==> config.mk <==
export PLATFORM = sky130hd
export DESIGN_NAME = txs_proto_guard
export DESIGN_NICKNAME = d
export VERILOG_FILES = /design/src/rtl/txg_pkg.sv /design/src/rtl/txg_rst_sync.sv /design/src/rtl/txg_keep_check.sv /design/src/rtl/txg_pkt_track.sv /design/src/rtl/txg_flag_bank.sv /design/src/rtl/txs_proto_guard.sv
export SDC_FILE = /design/constraint.sdc
export NUM_CORES = 1
export LEC_CHECK = 0
export ABC_AREA = 1
export ABC_CLOCK_PERIOD_IN_PS = 800
export BUFFER_PORTS_ARGS = -buffer_cell sky130_fd_sc_hd__buf_4
export CAP_MARGIN = 20
export CORE_MARGIN = 1
export CORE_UTILIZATION = 26
export CTS_BUF_LIST = sky130_fd_sc_hd__clkbuf_16
export CTS_CLUSTER_DIAMETER = 50
export DETAILED_ROUTE_END_ITERATION = 8
export GPL_ROUTABILITY_DRIVEN = 0
export PLACE_DENSITY = 0.76
export SYNTH_ARGS = -nofsm -noshare
export SYNTH_HDL_FRONTEND = slang
export SYNTH_SLANG_ARGS = --single-unit
==> constraint.sdc <==
create_clock -name clk -period 0.8 [get_ports clk]
set_input_delay 0 -clock clk [delete_from_list [all_inputs] [get_ports clk]]
set_output_delay 0 -clock clk [all_outputs]
set_load 0.02 [all_outputs]
==> src/rtl/txg_pkg.sv <==
package txg_pkg;
  localparam int unsigned NFLAG  = 4;
  localparam int unsigned F_UFL  = 0;
  localparam int unsigned F_KEEP = 1;
  localparam int unsigned F_CRC  = 2;
  localparam int unsigned F_PTP  = 3;
  typedef logic [NFLAG-1:0] flag_vec_t;
endpackage

==> src/rtl/txg_rst_sync.sv <==
module txg_rst_sync (
  input  logic clk,
  input  logic rst_n,
  output logic rst_n_sync
);
  logic [1:0] sync_q;

  always_ff @(posedge clk or negedge rst_n) begin
    if (!rst_n) sync_q <= 2'b00;
    else        sync_q <= {sync_q[0], 1'b1};
  end

  assign rst_n_sync = sync_q[1];
endmodule

==> src/rtl/txg_keep_check.sv <==
module txg_keep_check #(
  parameter int unsigned KEEP_W = 8
) (
  input  logic              acc,
  input  logic              last,
  input  logic [KEEP_W-1:0] keep,
  output logic              bad
);
  logic [KEEP_W-1:0] zero_below;
  logic              hole;
  logic              tail_ok;

  assign zero_below[0] = 1'b0;
  for (genvar i = 1; i < KEEP_W; i++) begin : g_chain
    assign zero_below[i] = zero_below[i-1] | ~keep[i-1];
  end

  assign hole    = |(keep & zero_below);
  assign tail_ok = keep[0] & ~hole;

  always_comb begin
    bad = 1'b0;
    if (acc) begin
      if (last) bad = ~tail_ok;
      else      bad = ~(&keep);
    end
  end
endmodule

==> src/rtl/txg_pkt_track.sv <==
module txg_pkt_track (
  input  logic clk,
  input  logic rst_n,
  input  logic acc,
  input  logic last,
  input  logic crc_bit,
  input  logic uf,
  input  logic beat_ev,
  output logic in_pkt,
  output logic crc_hold,
  output logic pkt_uf,
  output logic pkt_any
);
  logic in_pkt_d, crc_hold_d, pkt_uf_d, pkt_any_d;
  logic close;

  assign close = acc & last;

  always_comb begin
    in_pkt_d   = in_pkt;
    crc_hold_d = crc_hold;
    pkt_uf_d   = pkt_uf | uf;
    pkt_any_d  = pkt_any | beat_ev;
    if (acc) begin
      if (!in_pkt) crc_hold_d = crc_bit;
      in_pkt_d = ~last;
    end
    if (close) begin
      pkt_uf_d  = 1'b0;
      pkt_any_d = 1'b0;
    end
  end

  always_ff @(posedge clk or negedge rst_n) begin
    if (!rst_n) begin
      in_pkt   <= 1'b0;
      crc_hold <= 1'b0;
      pkt_uf   <= 1'b0;
      pkt_any  <= 1'b0;
    end else begin
      in_pkt   <= in_pkt_d;
      crc_hold <= crc_hold_d;
      pkt_uf   <= pkt_uf_d;
      pkt_any  <= pkt_any_d;
    end
  end

  p_close_r11: assert property (@(posedge clk) disable iff (!rst_n)
    close |=> !in_pkt);
  p_open_r11: assert property (@(posedge clk) disable iff (!rst_n)
    (acc && !last) |=> in_pkt);
  p_uf_kept_r3: assert property (@(posedge clk) disable iff (!rst_n)
    (uf && !close) |=> pkt_uf);
endmodule

==> src/rtl/txg_flag_bank.sv <==
module txg_flag_bank #(
  parameter int unsigned N = 4
) (
  input  logic         clk,
  input  logic         rst_n,
  input  logic         clr,
  input  logic [N-1:0] ev,
  output logic [N-1:0] q
);
  for (genvar i = 0; i < N; i++) begin : g_flag
    logic d;
    always_comb d = (q[i] & ~clr) | ev[i];
    always_ff @(posedge clk or negedge rst_n) begin
      if (!rst_n) q[i] <= 1'b0;
      else        q[i] <= d;
    end

    p_set_r9: assert property (@(posedge clk) disable iff (!rst_n)
      ev[i] |=> q[i]);
    p_hold_r9: assert property (@(posedge clk) disable iff (!rst_n)
      (q[i] && !clr) |=> q[i]);
    p_rise_r9: assert property (@(posedge clk) disable iff (!rst_n)
      $rose(q[i]) |-> $past(ev[i]));
  end
endmodule

==> src/rtl/txs_proto_guard.sv <==
module txs_proto_guard
  import txg_pkg::*;
#(
  parameter int unsigned DATA_W = 64
) (
  input  logic                  clk,
  input  logic                  rst_n,
  input  logic                  clr_i,
  input  logic                  tx_in_valid,
  output logic                  tx_in_ready,
  input  logic [DATA_W-1:0]     tx_in_data,
  input  logic [DATA_W/8-1:0]   tx_in_keep,
  input  logic                  tx_in_last,
  input  logic [1:0]            tx_in_user,
  input  logic                  tx_in_onestep,
  output logic                  tx_out_valid,
  input  logic                  tx_out_ready,
  output logic [DATA_W-1:0]     tx_out_data,
  output logic [DATA_W/8-1:0]   tx_out_keep,
  output logic                  tx_out_last,
  output logic [1:0]            tx_out_user,
  output logic [NFLAG-1:0]      flags_o,
  output logic                  pkt_viol_o,
  output logic                  underflow_o
);
  localparam int unsigned KEEP_W = DATA_W / 8;

  logic      rst_q;
  logic      acc, uf, keep_bad, crc_bad, ptp_bad;
  logic      in_pkt, crc_hold, pkt_uf, pkt_any;
  flag_vec_t ev;

  txg_rst_sync u_rst (.clk(clk), .rst_n(rst_n), .rst_n_sync(rst_q));

  assign acc = tx_in_valid & tx_out_ready;
  assign uf  = in_pkt & ~tx_in_valid & tx_out_ready;

  txg_keep_check #(.KEEP_W(KEEP_W)) u_keep (
    .acc(acc), .last(tx_in_last), .keep(tx_in_keep), .bad(keep_bad)
  );

  assign crc_bad = acc & in_pkt & (tx_in_user[1] != crc_hold);
  assign ptp_bad = acc & tx_in_onestep & tx_in_user[1];

  always_comb begin
    ev         = '0;
    ev[F_UFL]  = uf;
    ev[F_KEEP] = keep_bad;
    ev[F_CRC]  = crc_bad;
    ev[F_PTP]  = ptp_bad;
  end

  txg_pkt_track u_track (
    .clk(clk), .rst_n(rst_q), .acc(acc), .last(tx_in_last),
    .crc_bit(tx_in_user[1]), .uf(uf), .beat_ev(|ev),
    .in_pkt(in_pkt), .crc_hold(crc_hold), .pkt_uf(pkt_uf), .pkt_any(pkt_any)
  );

  txg_flag_bank #(.N(NFLAG)) u_flags (
    .clk(clk), .rst_n(rst_q), .clr(clr_i), .ev(ev), .q(flags_o)
  );

  assign tx_in_ready  = tx_out_ready;
  assign tx_out_valid = tx_in_valid;
  assign tx_out_data  = tx_in_data;
  assign tx_out_keep  = tx_in_keep;
  assign tx_out_last  = tx_in_last;
  assign tx_out_user  = {tx_in_user[1], tx_in_last & (tx_in_user[0] | pkt_uf)};
  assign pkt_viol_o   = acc & tx_in_last & (pkt_any | (|ev));
  assign underflow_o  = uf;

  p_pulse_last_r8: assert property (@(posedge clk) disable iff (!rst_q)
    pkt_viol_o |-> (tx_in_valid && tx_out_ready && tx_in_last));
  p_mark_r3: assert property (@(posedge clk) disable iff (!rst_q)
    (pkt_uf && tx_in_last) |-> tx_out_user[0]);
  p_inj_mid_r7: assert property (@(posedge clk) disable iff (!rst_q)
    !tx_in_last |-> !tx_out_user[0]);
  p_no_uf_stall_r11: assert property (@(posedge clk) disable iff (!rst_q)
    !tx_out_ready |-> !underflow_o);
  p_uf_flag_r2: assert property (@(posedge clk) disable iff (!rst_q)
    underflow_o |=> flags_o[F_UFL]);
endmodule

# Word-level counts from Yosys, hierarchy flattened
# Cells that the tools add are included.
# word_totals
ff_bits	10
inputBits	81
out_inout_bits	83
# op_classes
n_bitwise	43
n_reduce_logical	4
n_mux	4
n_eq_ne	1
# op_table
op	count
1-bit AND	15
1-bit inverter	14
1-bit bitwise OR	13
8-bit AND	1
8-bit AND reduction	1
8-bit OR reduction	1
1-bit 2-to-1 mux	4
4-bit OR reduction	1
2-bit AND reduction	1
1-bit != test	1

# Longest topological paths before layout
# Gate-level depths: netlist of the first run.
# depth
word_depth	17
mapped_depth	7

# Hierarchy
# Synthesis of the first run repeated with hierarchy kept, for this count alone.
# unflattened
hier_cells	152
hier_area_um2	1091.0
# modules_own_cells
mod	instances	cells_per_inst	area_each_um2	seq_area_each_um2
txs_proto_guard	1	97	665.6	0.0
txg_pkt_track	1	17	150.1	100.1
txg_flag_bank	1	17	148.9	100.1
txg_keep_check	1	18	72.6	0.0
txg_rst_sync	1	3	53.8	50.0

# Least setup slack after synthesis of the first run
# OpenSTA, ideal clock, no wires.
# synth_path
path_kind	register to output
startpoint	register u_track.crc_hold
endpoint	output pkt_viol_o
n_path_buf	0
path_stages_with_launch	6
arrival_time_ns	0.983
path_slack_ns	-0.183
cell_sequence	dfrtp_1 > nand2_1 > nand2_1 > nor2_2 > nor2_1 > a21oi_1
# synth_via
elab_chain_len	5
# synth_rtl
element	line	text
start, declared	txg_pkt_track.sv:10	output logic crc_hold,
start signal, assigned	txg_pkt_track.sv:42	crc_hold <= crc_hold_d;
1-bit != test	txs_proto_guard.sv:42	assign crc_bad = acc & in_pkt & (tx_in_user[1] != crc_hold);
1-bit AND	txs_proto_guard.sv:42	
4-bit OR reduction	txs_proto_guard.sv:69	assign pkt_viol_o = acc & tx_in_last & (pkt_any | (|ev));
1-bit bitwise OR	txs_proto_guard.sv:69	
1-bit AND	txs_proto_guard.sv:69	
end, declared	txs_proto_guard.sv:23	output logic pkt_viol_o,
# Every way passes these cells.

# Worst setup path after layout of the first run
# layout_path
startpoint	register u_track.in_pkt
endpoint	output pkt_viol_o
# layout_via
elab_chain_len	5
elab_cells_between_ends	7
cone_classes	6 x bitwise; 1 x reduce/logical
# layout_rtl
element	line	text
start, declared	txg_pkt_track.sv:9	output logic in_pkt,
start signal, assigned	txg_pkt_track.sv:41	in_pkt <= in_pkt_d;
1-bit AND (on tied branches) (2 in a row)	txs_proto_guard.sv:42, txs_proto_guard.sv:36	
4-bit OR reduction (*)	txs_proto_guard.sv:69	
1-bit bitwise OR (*)	txs_proto_guard.sv:69	
1-bit AND (*)	txs_proto_guard.sv:69	
# Mark *: on every way between the ends. The rest lies on a longest branch, timed or not.

==> results of run 1 <==
==> sequential cells by signal, indices dropped and copies added, names as in the netlist <==
signal and cells:
u_flags.q 4, u_rst.sync_q 2, u_track.crc_hold 1, u_track.in_pkt 1, u_track.pkt_any 1, u_track.pkt_uf 1
==> cell usage in the layout (no fill, tap or decap), drive strengths merged <==
master       instances
a21oi                2
buf                 43
clkbuf               3
clkinv               1
conb                 1
dfrtp               10
dlygate4sd3          2
inv                 17
nand2               17
nand3                1
nand3b               1
nand4                1
nor2                14
o21ai                4
o22ai                1
==> synth_stat cells <==
| cell type | instances | area share, % |
|---|---|---|
| a21oi_1 | 2 | 0.94 |
| buf_4 | 76 | 53 |
| conb_1 | 1 | 0.35 |
| dfrtp_1 | 10 | 23 |
| inv_1 | 16 | 5.6 |
| inv_2 | 1 | 0.35 |
| nand2_1 | 15 | 5.3 |
| nand2_2 | 2 | 1.2 |
| nand3_1 | 1 | 0.47 |
| nand3b_1 | 1 | 0.70 |
| nand4_1 | 1 | 0.59 |
| nor2_1 | 13 | 4.6 |
| nor2_2 | 1 | 0.59 |
| o21ai_0 | 4 | 1.9 |
| o22ai_1 | 1 | 0.59 |
==> metal layers <==
| metal | vias to the layer above | share of wire (%) | track usage [%] |
|---|---|---|---|
| li1 | 299 | - | - |
| met1 | 289 | 39 | 9.385 |
| met2 | 32 | 41 | 12.37 |
| met3 | 23 | 11 | 2.931 |
| met4 | 0 | 8.6 | 11.17 |
| met5 | - | 0 | 0 |
==> repair_timing <==
| action | CTS | global route |
|---|---|---|
| endpoints found under the hold margin | 4 | 0 |
| gates resized for setup | 5 | 8 |
| setup buffers | 1 | 2 |
| endpoints found under the setup margin | 7 | 9 |
| hold buffers | 2 | 0 |
| pin swaps | 3 | 7 |
==> final cells by class <==
cell class / instances / area, sq um
Clock buffer: 3 / 75.07
Fill cell: 416 / 2778
Sequential cell: 10 / 250.2
Multi-Input combinational cell: 42 / 214.0
Tap cell: 48 / 60.06
Clock inverter: 1 / 3.754
Inverter: 17 / 63.81
Timing Repair Buffer: 45 / 354.1
==> metrics by stage <==
step | hold slack, ps | total power [mW] | setup slack, ps | cell area (sq um) | cells
3_3_place_gp | -216.8 | 1.063 | -141.2 | 863.3 | 157
3_5_place_dp | -217.2 | 1.075 | -170.3 | 863.3 | 157
6_report | 0.007756 | 2.015 | -393.7 | 1021 | 166
5_1_grt | 0.02925 | 2.128 | -488.1 | 1021 | 166
4_1_cts | 0.1367 | 2.016 | -426.0 | 988.4 | 164
2_1_floorplan | -295.6 | 1.328 | -102.7 | 1074 | 145
==> power groups by stage <==
| stage | logic (mW) | registers [mW] | clock network [mW] |
|---|---|---|---|
| floorplan | 0.695 | 0.634 | 0 |
| global placement | 0.449 | 0.615 | 0 |
| detailed placement | 0.458 | 0.617 | 0 |
| CTS | 0.497 | 0.611 | 0.909 |
| global route | 0.583 | 0.617 | 0.928 |
| finish | 0.528 | 0.610 | 0.877 |
==> final timing paths <==
kind                                 start                to  cells past startpoint
min in group asynchronous            rst_n   u_rst.sync_q[0]                      2
hold reg to reg            u_rst.sync_q[1]    u_track.pkt_uf                      0
hold / removal              tx_in_data[57]   tx_out_data[57]                      0
max in group asynchronous  u_rst.sync_q[1]      u_flags.q[2]                      0
setup / recovery            u_track.in_pkt        pkt_viol_o                      5
setup reg to reg            u_track.in_pkt  u_track.crc_hold                      5
==> logic make-up (layout without fill, tap and decap cells) <==
group	count (synthesis)	after routing	share of synthesized area [%]
other	1	1	0.3514
DFF	10	10	23.45
buffers and inverters	93	66	59.44
AOI/OAI and AO/OA	7	7	3.400
and+or+nand+nor	34	34	13.36
==> impl_metrics.toml, run 1 <==
[power_and_ir_drop]
p_leak_nw = 0.5518
p_clk_share_pct = 43.5
internal_power_mw = 1.484
p_sw_share_pct = 26.37
power_frac_seq_pct = 30.3
peakVddDrop_mv = 1.226
p_sw_mw = 0.5315
pwr_density_cell_nw_per_um2 = 1974
combPwrFrac_pct = 26.2

[clock_tree]
insertion_delay_ps = 240
cts_max_level = 1
clk_pin_slew_ps = 40
cts_made_buffers = 3
cts_buffer_depth = 2
cts_tree = "built"
root_buffer = "clkbuf_16"
cts_num_sinks = 10

[routing]
drtIter0Drc = 24
drt_first_pass_iters = 4
wl_per_cell_um = 11.45
drt-total-wl_um = 1901
vias = 643
ant_nets = 0
via_per_inst = 3.873
drc_errors = 0

[critical_path]
worst_setup_path_start_kind = "flop"
path_max_fanout = 3
regToRegSetupSlack_ps = -150
path_buf_inv = 1
required_ps = 800
end_kind = "primary output"
cp_slowest_cell = "dfrtp_1"
arrival_ps = 1190
critical_path.max_stage_delay_ps = 370
path_class = "reg -> out"
crit_chain = "nand3b_1 > nand3_1 > nor2_2 > a21oi_2 > buf_6"
crit_family = "simple AND/OR/NAND/NOR gates"

[yosys]
yosys_warnings = 0
syn_inst = 145
ys_seq_area_share_pct = 23.45
synth_cell_types = 15
synth_nets = 226
syn_avg_cell_area_sq_um = 7.361
ys_ff_latch = 10
syn_area_sq_um = 1067

[floorplan]
initial_core_util_pct = 28.10
dieWidth_um = 66.07
dieArea_sq_um = 4365
die_y_um = 66.07
placementRows = 22
ios = 164
coreArea_sq_um = 3799

[finish]
nets = 200
diodes = 0
syn_to_final_growth_pct = -4.338
drive_gt1_share_pct = 50.00
finalCoreUtilization_pct = 26.88

[timing]
final_hold_viol_count = 0
slew_viol_final = 0
skew_ps = 1.828
setup_tns_ps = -1257
fmax_mhz = 837.8
fin_ws_ps = -393.7
setup_viol = 8
rsz0062_at_grt = "true"
period_share_pct = 149.2
min_period_ps = 1194

[placement]
dpl.hpwl_um = 1559
portBuffers = 35

[global_routing]
grtUsageTotal_pct = 8.878
antenna_found_initial = 0
grt_pass1_wl_um = 2898
grt-ovfl-total = 0
grt_max_degree = 9
grt_pass1_vias = 649

[outcome]
violations = "negative setup slack"
status = "complete, but fails checks"

[hold_path]
hp-class = "in -> out"

[run]
maxCapViolCount = 0
No activity file was read; power rests on OpenSTA's default activity.
==> inputs of run 2 (changes only) <==
--- a/config.mk
+++ b/config.mk
@@ -7,7 +7,7 @@
 export LEC_CHECK = 0
 export ABC_AREA = 1
 export ABC_CLOCK_PERIOD_IN_PS = 800
-export BUFFER_PORTS_ARGS = -buffer_cell sky130_fd_sc_hd__buf_4
+export BUFFER_PORTS_ARGS = -buffer_cell sky130_fd_sc_hd__buf_2
 export CAP_MARGIN = 20
 export CORE_MARGIN = 1
 export CORE_UTILIZATION = 26
==> impl_metrics.toml, run 2 (synthesis gave the netlist of run 1 again) <==
[routing]
ant_nets = 0
drt_first_pass_iters = 4
wl_per_cell_um = 11.39
drc_errors = 0
via_per_inst = 3.805
drtIter0Drc = 22
drt-total-wl_um = 1925
vias = 643

[finish]
reg_top3 = "u_flags.q (4), u_rst.sync_q (2)"
drive_gt1_share_pct = 50.41
diodes = 0
nets = 203
largest_register = "u_flags.q"
largest_reg_flops = 4
fin_area_sq_um = 963.4
fill_cells = 419
final_common_cell = "buf_2"
syn_to_final_growth_pct = -9.730
final_cell_mix = "32 x buf_2, 15 x inv_1, 14 x nand2_1, 12 x buf_4, 10 x dfrtp_1"

[placement]
dpl_cell_area_sq_um = 798.3
dpl.hpwl_um = 1529
portBuffers = 35
dpl_worst_slack_ps = -177.2

[power_and_ir_drop]
p_leak_nw = 0.5405
p_sw_mw = 0.5371
p_sw_share_pct = 27.21
power_frac_seq_pct = 30.9
finalPower_mw = 1.974
combPwrFrac_pct = 24.1
p_clk_share_pct = 45.0
peakVddDrop_mv = 1.099
pwr_density_cell_nw_per_um2 = 2049
internal_power_mw = 1.437

[timing]
slew_viol_final = 0
rsz0062_at_grt = "true"
fmax_mhz = 830.4
setup_tns_ps = -1295
period_share_pct = 150.5
min_period_ps = 1204
final_hold_viol_count = 0
setup_viol = 8
fin_ws_ps = -404.2
hold_slack_ps = 0.007761
skew_ps = 4.146

[clock_tree]
cts_buffer_depth = 2
clk_pin_slew_ps = 40
insertion_delay_ps = 240
cts_made_buffers = 3
cts_num_sinks = 10
root_buffer = "clkbuf_16"
cts_tree = "built"
cts_max_level = 1

[floorplan]
dieWidth_um = 66.07
die_y_um = 66.07
ios = 164
coreArea_sq_um = 3799
placementRows = 22
dieArea_sq_um = 4365
initial_core_util_pct = 28.10

[hold_path]
worst_hold_path.num_cells = 0
hp-class = "in -> out"

[global_routing]
grt_pass1_wl_um = 2849
antenna_found_initial = 0
grt_max_degree = 9
busiest_layer = "met4"
grtUsageTotal_pct = 9.134
grt_pass1_vias = 626
use_met3_pct = 3.621
grtUsageMet2_pct = 12.24
grtUsageMet1_pct = 9.186
grt-ovfl-total = 0

[critical_path]
required_ps = 800
cp_num_cells = 5
crit_family = "flip-flops"
worst_setup_path_start_kind = "flop"
path_buf_inv = 1
path_class = "reg -> out"
arrival_ps = 1200
regToRegSetupSlack_ps = -180
rr_startpoint = "u_track.in_pkt"
cp_slowest_cell = "dfrtp_1"
r2r-end = "u_track.pkt_any"
path_max_fanout = 3
crit_chain = "nand3b_1 > nand3_1 > nor2_2 > a21oi_2 > buf_6"
critical_path.max_stage_delay_ps = 390
rr_worst_depth = 4
endpoint = "pkt_viol_o"
worstSetupStartpoint = "u_track.in_pkt"
end_kind = "primary output"

[run]
maxCapViolCount = 0

[outcome]
status = "complete, but fails checks"
violations = "negative setup slack"
==> run 2: routing by layer <==
layer / part of all wire, % / wire, um / up-vias
met5: 0 / 0 / -
met1: 41 / 780 / 280
li1: - / - / 308
met4: 8.2 / 157 / 0
met2: 40 / 762 / 31
met3: 12 / 224 / 24
==> run 2: final cells by class <==
| type | instances | area, sq um | area share, % |
|---|---|---|---|
| Multi-Input combinational cell | 42 | 215.2 | 22.34 |
| Sequential cell | 10 | 250.2 | 25.97 |
| Clock inverter | 1 | 3.754 | 0.3896 |
| Inverter | 17 | 66.31 | 6.883 |
| Tap cell | 48 | 60.06 | 6.234 |
| Timing Repair Buffer | 48 | 292.8 | 30.39 |
| Clock buffer | 3 | 75.07 | 7.792 |
==> run 2: power groups by stage <==
stage / sequential [mW] / combinational (mW) / clock, mW
after floorplan: 0.634 / 0.695 / 0
after global placement: 0.614 / 0.400 / 0
after detailed placement: 0.617 / 0.406 / 0
after CTS: 0.611 / 0.470 / 0.904
after global routing: 0.619 / 0.522 / 0.926
final: 0.610 / 0.476 / 0.888
==> run 2: worst min-delay path by stage <==
stage / startpoint / end
floorplan: rst_n / u_rst.sync_q[0]
global placement: rst_n / u_rst.sync_q[0]
detailed placement: rst_n / u_rst.sync_q[1]
CTS: tx_in_data[27] / tx_out_data[27]
global route: tx_in_data[44] / tx_out_data[44]
finish: tx_in_data[53] / tx_out_data[53]
==> run 2: timing repair <==
item,4_1_cts,5_1_grt
resized for setup,14,2
hold endpoints to repair,3,0
buffers inserted,3,0
pin swaps,6,0
endpoints found under the setup margin,7,9
hold buffers,2,0
==> run 2: stage by stage <==
stage               util, %  instances
global route          25.36        169
finish                25.36        169
floorplan                 -        145
CTS                   25.13        169
detailed placement    21.01        160
global placement      21.01        160
